==> config.mk <==
export PLATFORM = sky130hd
export DESIGN_NAME = sens_cfg_loader
export DESIGN_NICKNAME = d
export VERILOG_FILES = /design/src/rtl/scl_pkg.sv /design/src/rtl/scl_sync.sv /design/src/rtl/scl_frame_rx.sv /design/src/rtl/scl_cfg_store.sv /design/src/rtl/sens_cfg_loader.sv
export SDC_FILE = /design/constraint.sdc
export NUM_CORES = 1
export LEC_CHECK = 0
export BUFFER_PORTS_ARGS = -buffer_cell sky130_fd_sc_hd__buf_2
export CORE_ASPECT_RATIO = 0.6
export CORE_MARGIN = 3
export CORE_UTILIZATION = 55
export CTS_BUF_LIST = sky130_fd_sc_hd__clkbuf_8
export DETAILED_ROUTE_END_ITERATION = 6
export PLACE_DENSITY = 0.76
export RECOVER_POWER = 25
export SLEW_MARGIN = 20
export SYNTH_ARGS = -nofsm -noshare
export SYNTH_HDL_FRONTEND = slang
export SYNTH_SLANG_ARGS = --single-unit
==> constraint.sdc <==
create_clock -name clk -period 2.5 [get_ports clk]
set_clock_uncertainty 0.2 [all_clocks]
set_input_delay 0.125 -clock clk [delete_from_list [all_inputs] [get_ports clk]]
set_output_delay 0.125 -clock clk [all_outputs]
set_load 0.02 [all_outputs]
==> src/rtl/scl_pkg.sv <==
package scl_pkg;
  localparam int unsigned WORD_W     = 6;
  localparam int unsigned GAIN_W     = WORD_W - 1;
  localparam int unsigned FORBID_MIN = 28;
  localparam int unsigned CLAMP_CODE = 20;
  localparam int unsigned SYNC_STG   = 2;
endpackage

==> src/rtl/scl_sync.sv <==
module scl_sync #(
  parameter int unsigned W       = 1,
  parameter int unsigned STAGES  = 2,
  parameter logic [W-1:0] RST_VAL = '0
) (
  input  logic         clk,
  input  logic         rst_n,
  input  logic [W-1:0] d,
  output logic [W-1:0] q
);
  logic [W-1:0] stg_q [STAGES];

  genvar i;
  generate
    for (i = 0; i < STAGES; i++) begin : g_stage
      if (i == 0) begin : g_first
        always_ff @(posedge clk or negedge rst_n) begin
          if (!rst_n) stg_q[i] <= RST_VAL;
          else        stg_q[i] <= d;
        end
      end else begin : g_next
        always_ff @(posedge clk or negedge rst_n) begin
          if (!rst_n) stg_q[i] <= RST_VAL;
          else        stg_q[i] <= stg_q[i-1];
        end
      end
    end
  endgenerate

  assign q = stg_q[STAGES-1];
endmodule

==> src/rtl/scl_frame_rx.sv <==
module scl_frame_rx #(
  parameter int unsigned WORD_W = scl_pkg::WORD_W
) (
  input  logic              clk,
  input  logic              rst_n,
  input  logic              en,
  input  logic              cs_s,
  input  logic              sclk_s,
  input  logic              sd_s,
  output logic              word_vld,
  output logic [WORD_W-1:0] word
);
  localparam int unsigned CNT_MAX = WORD_W + 1;
  localparam int unsigned CNT_W   = $clog2(CNT_MAX + 1);

  logic              cs_p_q, sclk_p_q, vld_q;
  logic              cs_p_d, sclk_p_d, vld_d;
  logic [CNT_W-1:0]  cnt_q, cnt_d;
  logic [WORD_W-1:0] shf_q, shf_d;
  logic              cs_fall, cs_rise, sclk_rise;

  assign cs_fall   = cs_p_q & ~cs_s;
  assign cs_rise   = ~cs_p_q & cs_s;
  assign sclk_rise = ~sclk_p_q & sclk_s;

  always_comb begin
    cs_p_d   = cs_s;
    sclk_p_d = sclk_s;
    cnt_d    = cnt_q;
    shf_d    = shf_q;
    vld_d    = 1'b0;
    if (!en) begin
      cnt_d = '0;
    end else if (cs_fall) begin
      cnt_d = '0;
    end else if (!cs_s && sclk_rise) begin
      shf_d = {shf_q[WORD_W-2:0], sd_s};
      if (cnt_q != CNT_W'(CNT_MAX)) cnt_d = cnt_q + 1'b1;
    end else if (cs_rise) begin
      vld_d = (cnt_q == CNT_W'(WORD_W));
    end
  end

  always_ff @(posedge clk or negedge rst_n) begin
    if (!rst_n) begin
      cs_p_q   <= 1'b1;
      sclk_p_q <= 1'b0;
      cnt_q    <= '0;
      shf_q    <= '0;
      vld_q    <= 1'b0;
    end else begin
      cs_p_q   <= cs_p_d;
      sclk_p_q <= sclk_p_d;
      cnt_q    <= cnt_d;
      shf_q    <= shf_d;
      vld_q    <= vld_d;
    end
  end

  assign word_vld = vld_q;
  assign word     = shf_q;


  vld_cs_high_chk: assert property (@(posedge clk) disable iff (!rst_n)
    vld_q |-> cs_s);


  shf_hold_chk: assert property (@(posedge clk) disable iff (!rst_n)
    (cs_s && $past(cs_s)) |-> $stable(shf_q));


  cnt_bound_chk: assert property (@(posedge clk) disable iff (!rst_n)
    cnt_q <= CNT_W'(CNT_MAX));
endmodule

==> src/rtl/scl_cfg_store.sv <==
module scl_cfg_store #(
  parameter int unsigned WORD_W     = scl_pkg::WORD_W,
  parameter int unsigned FORBID_MIN = scl_pkg::FORBID_MIN,
  parameter int unsigned CLAMP_CODE = scl_pkg::CLAMP_CODE
) (
  input  logic              clk,
  input  logic              rst_n,
  input  logic              fixed,
  input  logic              sys_pin_s,
  input  logic              word_vld,
  input  logic [WORD_W-1:0] word,
  output logic              sys_12k,
  output logic [WORD_W-2:0] gain_code,
  output logic              load_done,
  output logic              gain_err
);
  localparam int unsigned GAIN_W = WORD_W - 1;

  logic              sys_q, sys_d;
  logic [GAIN_W-1:0] gain_q, gain_d;
  logic              err_q, err_d;
  logic              done_q, done_d;
  logic [GAIN_W-1:0] rx_gain;
  logic              rx_bad;

  assign rx_gain = word[WORD_W-1:1];
  assign rx_bad  = (rx_gain >= GAIN_W'(FORBID_MIN));

  always_comb begin
    sys_d  = sys_q;
    gain_d = gain_q;
    err_d  = err_q;
    done_d = 1'b0;
    if (word_vld) begin
      sys_d  = word[0];
      gain_d = rx_bad ? GAIN_W'(CLAMP_CODE) : rx_gain;
      err_d  = err_q | rx_bad;
      done_d = 1'b1;
    end
  end

  always_ff @(posedge clk or negedge rst_n) begin
    if (!rst_n) begin
      sys_q  <= 1'b1;
      gain_q <= '0;
      err_q  <= 1'b0;
      done_q <= 1'b0;
    end else begin
      sys_q  <= sys_d;
      gain_q <= gain_d;
      err_q  <= err_d;
      done_q <= done_d;
    end
  end

  assign sys_12k   = fixed ? sys_pin_s : sys_q;
  assign gain_code = fixed ? '0 : gain_q;
  assign load_done = done_q;
  assign gain_err  = err_q;


  err_sticky_chk: assert property (@(posedge clk) disable iff (!rst_n)
    $past(err_q) |-> err_q);


  store_only_on_done_chk: assert property (@(posedge clk) disable iff (!rst_n)
    !(($stable(gain_q)) && $stable(sys_q)) |-> done_q);


  done_single_chk: assert property (@(posedge clk) disable iff (!rst_n)
    done_q |=> !done_q);


  gain_legal_chk: assert property (@(posedge clk) disable iff (!rst_n)
    gain_q < GAIN_W'(FORBID_MIN));


  fixed_no_load_chk: assert property (@(posedge clk) disable iff (!rst_n)
    (fixed && $past(fixed) && $past(fixed, 2)) |-> !done_q);
endmodule

==> src/rtl/sens_cfg_loader.sv <==
module sens_cfg_loader #(
  parameter int unsigned WORD_W     = scl_pkg::WORD_W,
  parameter int unsigned FORBID_MIN = scl_pkg::FORBID_MIN,
  parameter int unsigned CLAMP_CODE = scl_pkg::CLAMP_CODE,
  parameter int unsigned SYNC_STG   = scl_pkg::SYNC_STG
) (
  input  logic              clk,
  input  logic              rst_n,
  input  logic              cs_n,
  input  logic              sclk,
  input  logic              sdata,
  input  logic              preset_lvl,
  input  logic              sys_pin,
  output logic              sys_12k,
  output logic [WORD_W-2:0] gain_code,
  output logic              load_done,
  output logic              gain_err
);
  localparam int unsigned NPIN = 5;

  logic [1:0]      rst_sync_q;
  logic            rst_int_n;
  logic [NPIN-1:0] pin_raw, pin_s;
  logic            cs_s, sclk_s, sd_s, fixed_s, sys_pin_s;
  logic            word_vld;
  logic [WORD_W-1:0] word;

  always_ff @(posedge clk or negedge rst_n) begin
    if (!rst_n) rst_sync_q <= 2'b00;
    else        rst_sync_q <= {rst_sync_q[0], 1'b1};
  end
  assign rst_int_n = rst_sync_q[1];

  assign pin_raw = {sys_pin, preset_lvl, sdata, sclk, cs_n};

  scl_sync #(
    .W       (NPIN),
    .STAGES  (SYNC_STG),
    .RST_VAL (5'b1_1001)
  ) u_sync (
    .clk   (clk),
    .rst_n (rst_int_n),
    .d     (pin_raw),
    .q     (pin_s)
  );

  assign cs_s      = pin_s[0];
  assign sclk_s    = pin_s[1];
  assign sd_s      = pin_s[2];
  assign fixed_s   = pin_s[3];
  assign sys_pin_s = pin_s[4];

  scl_frame_rx #(
    .WORD_W (WORD_W)
  ) u_rx (
    .clk      (clk),
    .rst_n    (rst_int_n),
    .en       (~fixed_s),
    .cs_s     (cs_s),
    .sclk_s   (sclk_s),
    .sd_s     (sd_s),
    .word_vld (word_vld),
    .word     (word)
  );

  scl_cfg_store #(
    .WORD_W     (WORD_W),
    .FORBID_MIN (FORBID_MIN),
    .CLAMP_CODE (CLAMP_CODE)
  ) u_store (
    .clk       (clk),
    .rst_n     (rst_int_n),
    .fixed     (fixed_s),
    .sys_pin_s (sys_pin_s),
    .word_vld  (word_vld),
    .word      (word),
    .sys_12k   (sys_12k),
    .gain_code (gain_code),
    .load_done (load_done),
    .gain_err  (gain_err)
  );


  ctrl_ignores_pin_chk: assert property (@(posedge clk) disable iff (!rst_int_n)
    (!fixed_s && $past(!fixed_s) && !$past(load_done) && !load_done) |-> $stable(sys_12k));


  fixed_gain_zero_chk: assert property (@(posedge clk) disable iff (!rst_int_n)
    fixed_s |-> (gain_code == '0));
endmodule

==> results.toml, run 1 <==
[timing]
tns_ns = 0
fmax_ghz = 0.564
rsz0062_at_grt = "no"
post-route-period-util_pct = 70.9
worst_pin_slew_ns = 1.51
period_needed_ns = 1.77
maxSlewViolCount = 31
hold_viol = 0
setup_viol = 0
max_slew_margin_pct = -0.485

[setup_path]
worstPathArrival_ns = 1.69
cp-end-kind = "async pin"
reg2reg_from = "rst_sync_q[1]"
start_kind = "flop"
path_max_fanout = 30
worst-path-buf-inv = 1
path_delay_family = "buffers and inverters"
slowest_stage = "clkbuf_1"
crit_start = "rst_sync_q[1]"
crit_type = "flop to async pin"
critical_path_required_ns = 2.42
critPathMaxStageDelay_ns = 1.09
crit_chain = "clkbuf_1"

[power_and_ir_drop]
seq_power_share_pct = 52.0
power.density_nw_per_um2 = 748
clkPwrFrac_pct = 43.4
swShare_pct = 20.5
ir_drop_uv = 748
p_int_uw = 872
leakage_uw = 0.000729
p_comb_share_pct = 4.6
switchingPower_uw = 224
power_uw = 1100

[die]
die-area_sq_um = 2780
num_rows = 12
die_y_microns = 42.0
die_w_microns = 66.1
coreArea_sq_um = 1950
ios = 15
start_util_pct = 61.0

[job]
maxCapViolCount = 1

[drt]
drc_errors = 0
postRouteAntennaNets = 0
wire_per_inst_microns = 13.8
viasPerCell = 4.81
vias = 654
first_iter_violations = 21
drt-pass1-iter-count = 3
drt_wl_total_microns = 1880

[placement]
port_buffers = 14
dp_hpwl_microns = 1190
place_congestion = 0.710

[synth]
synth_cells = 80
synth-xor-area-share_pct = 0.735
ys.warnings.count = 0
syn_nets = 90
synth_ff_type = "dfrtp_1"
syn-mean-instance-area_sq_um = 14.9
synthAdderAreaFrac_pct = 3.15
synth_top_family_by_area = "multiplexers"
synth-simple-area-share_pct = 10.6
synth-compound-area-share_pct = 2.84
ys_seq_area_share_pct = 68.1
synthArstFlopShare_pct = 100
synth_edf_count = 0
synthMuxAreaShare_pct = 11.1
yosysUniqueCellTypes = 22
syn_area_sq_um = 1190
ys_ff_latch = 32

[worst_hold_path]
min_path_type = "flop to flop"
hp-start = "u_sync.stg_q[6]"

[clocking]
cts.path.max_buffers = 2
cts_made_buffers = 5
clk_latency_ns = 0.27
cts_htree_levels = 2
clock-sinks = 32
clk_pin_slew_ns = 0.07
cts_tree = "built"
clockRootBuffer = "clkbuf_8"

[finish]
nets = 117
drive_gt1_share_pct = 42.6
final_cell_mix = "24 x dfrtp_1, 14 x buf_2, 10 x mux2_2, 8 x dfstp_2, 7 x dlygate4sd3_1"
utilization_pct = 75.1
diodes = 0
area_delta_synth_final_pct = 23.1
mostFrequentLayoutCell = "dfrtp_1"

[global_route]
overflow = 0
grt_max_degree = 31
antenna_found_initial = 0
grt_pass1_vias = 723
grt.total_usage_pct = 16.6
grt_pass1_wl_microns = 3340

[outcome]
status = "finished, violations left"
violations = "max-capacitance violations, max-slew violations"
[cell type report]
cell class	instances	area (sq um)
Inverter	6	22.5
Clock inverter	3	42.5
Multi-Input combinational cell	40	343
Sequential cell	32	811
Clock buffer	5	68.8
Fill cell	129	485
Tap cell	28	35.0
Timing Repair Buffer	22	144
[cell families after synthesis]
family,count (synthesis)
buf+inv,8
compound gates,5
simple gates,18
mux,12
fa+ha+maj,3
xor+xnor,1
flops,32
other cells,1
[cell usage after synthesis, types with 2 or more instances]
master	count	share of area, %
dfrtp_1	24	50
and2b_2	2	1.5
nand2_1	3	0.95
nor2_1	6	1.9
mux2i_1	2	1.7
dfstp_2	8	18
inv_1	6	1.9
ha_1	3	3.2
nand3_1	2	0.84
mux2_2	10	9.5
o22ai_1	2	1.1
nor4b_4	2	4.0
[path summary, 6_finish.rpt]
kind | to | slack (ns) | depth (start not counted)
worst max-delay path | u_store.load_done | 0.73 | 1
worst min-delay path | u_sync.q[1] | 0.15 | 0
worst max register to register | u_store.load_done | 0.73 | 1
worst min register to register | u_sync.q[1] | 0.15 | 0
max in group clk | sys_12k | 0.73 | 2
min in group asynchronous | rst_sync_q[0] | 0.49 | 3
[flip-flops by register name, indices dropped and copies added (netlist names), 2 cells and up]
signal,count
u_rx.word,6
u_store.gain_q,5
u_sync.q,5
u_sync.stg_q,5
u_rx.cnt_q,3
rst_sync_q,2
[power by group through the flow]
stage	sequential [uW]	clock (uW)	combinational [uW]
floorplan	577	0	27.8
global placement	577	0	41.3
detailed placement	578	0	42.5
CTS	570	486	52.1
global route	573	513	56.9
finish	570	475	50.6
[routing by layer]
metal  GRT usage [%]  up-vias  wire, microns
met1            19.8      320            848
li1                -      315              -
met4            4.86        0             14
met2            27.8       17            927
met5               0        -              0
met3            6.70        2             90
[stage by stage]
stage	instance area, sq um	worst slack, ns	hold WS, ns	instances
floorplan	1190	0.847	-0.371	80
global placement	1290	0.811	-0.289	121
detailed placement	1290	0.738	-0.287	121
CTS	1470	0.728	0.0640	136
global route	1470	0.333	0.156	136
finish	1470	0.727	0.153	136
[what timing repair did]
| item | 4_1_cts | 5_1_grt |
|---|---|---|
| setup buffers | 0 | 0 |
| gates resized for setup | 0 | 0 |
| hold buffers | 7 | 0 |
| hold endpoints to repair | 7 | 0 |
Note: power is estimated with default switching activity, not from simulation.
==> run 2, diff against run 1 <==
--- a/config.mk
+++ b/config.mk
@@ -5,6 +5,7 @@
 export SDC_FILE = /design/constraint.sdc
 export NUM_CORES = 1
 export LEC_CHECK = 0
+export ABC_AREA = 1
 export BUFFER_PORTS_ARGS = -buffer_cell sky130_fd_sc_hd__buf_2
 export CORE_ASPECT_RATIO = 0.6
 export CORE_MARGIN = 3
==> constraint.sdc (replaced) <==
create_clock -name clk -period 1.7 [get_ports clk]
set_clock_uncertainty 0.2 [all_clocks]
set_input_delay 0.085 -clock clk [delete_from_list [all_inputs] [get_ports clk]]
set_output_delay 0.085 -clock clk [all_outputs]
set_load 0.02 [all_outputs]
==> results.toml, run 2 <==
[timing]
rsz0062_at_grt = "no"
worst_pin_slew_ns = 0.835
setup_slack_ns = 0.141
max_slew_margin_pct = 44.3
maxSlewViolCount = 0
period_needed_ns = 1.56
setup_viol = 0
tns_ns = 0
fmax_ghz = 0.642
post-route-period-util_pct = 91.7
hold_viol = 0

[synth]
syn-mean-instance-area_sq_um = 10.9
synth_cells = 112
synth.top_cells.by_count = "24 x dfrtp_1, 23 x nand2_1, 14 x inv_1"
synthTopCellsByArea = "dfrtp_1 49%, dfstp_2 17%, nand2_1 7.1%, inv_1 4.3%, nand3_1 3.7%"
synth_top_area_cell = "dfrtp_1"
synth-xor-area-share_pct = 0
ys_ff_latch = 32
yosysUniqueCellTypes = 18
yosysMostFrequentCell = "dfrtp_1"
ys.warnings.count = 0
synth-simple-area-share_pct = 17.1
synth_ff_type = "dfrtp_1"
synthMuxAreaShare_pct = 0
synth-compound-area-share_pct = 6.66
synthArstFlopShare_pct = 100
synthAdderAreaFrac_pct = 3.07
syn_nets = 122
synth_top_area_share_pct = 49.2
synth_edf_count = 0
ys_seq_area_share_pct = 66.4
syn_area_sq_um = 1220
synth_top_family_by_area = "simple AND/OR/NAND/NOR gates"

[global_route]
antenna_found_initial = 0
grt_max_degree = 17
grt_pass1_vias = 835
grt.total_usage_pct = 17.4
overflow = 0
grt_pass1_wl_microns = 3550

[finish]
largest_reg_flops = 6
diodes = 0
mostFrequentLayoutCell = "dfrtp_1"
area_delta_synth_final_pct = 20.1
nets = 150
final_cell_mix = "24 x dfrtp_1, 23 x nand2_1, 16 x inv_1, 14 x buf_2"
drive_gt1_share_pct = 22.7

[die]
die_w_microns = 66.8
num_rows = 12
start_util_pct = 62.1
ios = 15
die-area_sq_um = 2840
die_y_microns = 42.5
coreArea_sq_um = 1970

[placement]
dp_hpwl_microns = 1410
port_buffers = 14
place_congestion = 0.770
pre_cts_slack_ns = 0.237

[drt]
vias = 827
drt_wl_total_microns = 2060
drc_errors = 0
postRouteAntennaNets = 0
first_iter_violations = 59
drt-pass1-iter-count = 4
viasPerCell = 4.89
wire_per_inst_microns = 12.2

[clocking]
clockRootBuffer = "clkbuf_8"
clock-sinks = 32
cts.path.max_buffers = 2
cts-resized-gates = 0
cts_htree_levels = 2
cts_made_buffers = 5
cts_tree = "built"
clk_pin_slew_ns = 0.06
clk_latency_ns = 0.28

[setup_path]
slowest_stage = "dfrtp_1"
start_kind = "flop"
path_max_fanout = 3
critical_path_required_ns = 1.72
critPathMaxStageDelay_ns = 0.42
r2r-end = "u_rx.cnt_q[0]"
crit_path_frequent_cell = "ha_1"
crit_chain = "ha_1, ha_1, nor2_1, nand3_1, nand2_1"
crit_type = "flop to flop"
path_delay_family = "adder cells"
reg2reg_from = "u_rx.cnt_q[0]"
worst-path-buf-inv = 0
worstPathArrival_ns = 1.58
regToRegSetupSlack_ns = 0.14
cp-end-kind = "flop"
r2r_cells = 5

[worst_hold_path]
hp-start = "u_sync.stg_q[7]"
min_path_type = "flop to flop"
hold_depth = 0
holdPathEnd = "u_sync.q[2]"

[power_and_ir_drop]
power.density_nw_per_um2 = 968
leakage_uw = 0.000761
ir_drop_uv = 632

[job]
maxCapViolCount = 0

[outcome]
status = "complete, no violations"
run 2: worst reg2reg max path: cells and delay by family, from the launching register on:
family	cells	cell delay, ns
fa+ha+maj	2	0.45
flops	1	0.42
simple gates	3	0.42
run 2: kinds of logic after synthesis:
kind of cell    count (synthesis)
compound gates                 15
fa+ha+maj                       3
other cells                     1
flops                          32
simple gates                   44
buf+inv                        17
run 2: metrics by stage:
| stage | total power (uW) | area, sq um | instances | hold slack (ns) | utilization [%] |
|---|---|---|---|---|---|
| finish | 1420 | 1470 | 169 | 0.154 | 74.6 |
| global route | 1490 | 1470 | 169 | 0.158 | 74.6 |
| CTS | 1440 | 1470 | 169 | 0.0161 | 74.9 |
| detailed placement | 907 | 1320 | 154 | -0.328 | 67.2 |
| global placement | 900 | 1320 | 154 | -0.331 | 67.2 |
| floorplan | 880 | 1220 | 112 | -0.411 | - |
run 2: worst max path at each step:
stage,from,slack [ns],cells past startpoint,to
finish,u_rx.cnt_q[0],0.14,5,u_rx.cnt_q[0]
floorplan,u_sync.q[3],0.36,5,u_rx.word[0]
global route,u_rx.cnt_q[0],0.07,5,u_rx.cnt_q[0]
detailed placement,u_sync.q[0],0.24,4,u_rx.cnt_q[0]
CTS,u_sync.q[3],0.15,4,sys_12k
global placement,u_rx.cnt_q[0],0.29,6,u_rx.cnt_q[1]
run 2: final cells by class:
class,count,area [sq um]
clock inverters,3,12.5
well taps,28,35.0
clock buffers,5,68.8
multi-input cells,63,332
fillers,137,500
repair buffers,24,155
flip-flops and latches,32,811
inverters,14,52.6
run 2: metal layers:
metal	vias to the layer above	wire length [microns]	share of wire (%)	GRT usage, %
met5	-	0	0	0
li1	403	-	-	-
met1	377	903	44	21.1
met4	0	42	2.0	8.50
met2	41	956	46	26.8
met3	6	159	7.7	7.24
run 2: report_power, final:
group / leakage, uW / total, uW / internal [uW] / switching, uW
sequential: 0.000400 / 825 / 803 / 21.6
clock: 0.0000505 / 516 / 274 / 242
combinational: 0.000310 / 78.8 / 30.9 / 48.0
run 2: timing repair:
action                                 CTS  global route
hold buffers                             7             0
buffers inserted                         0             0
endpoints found under the hold margin    7             0
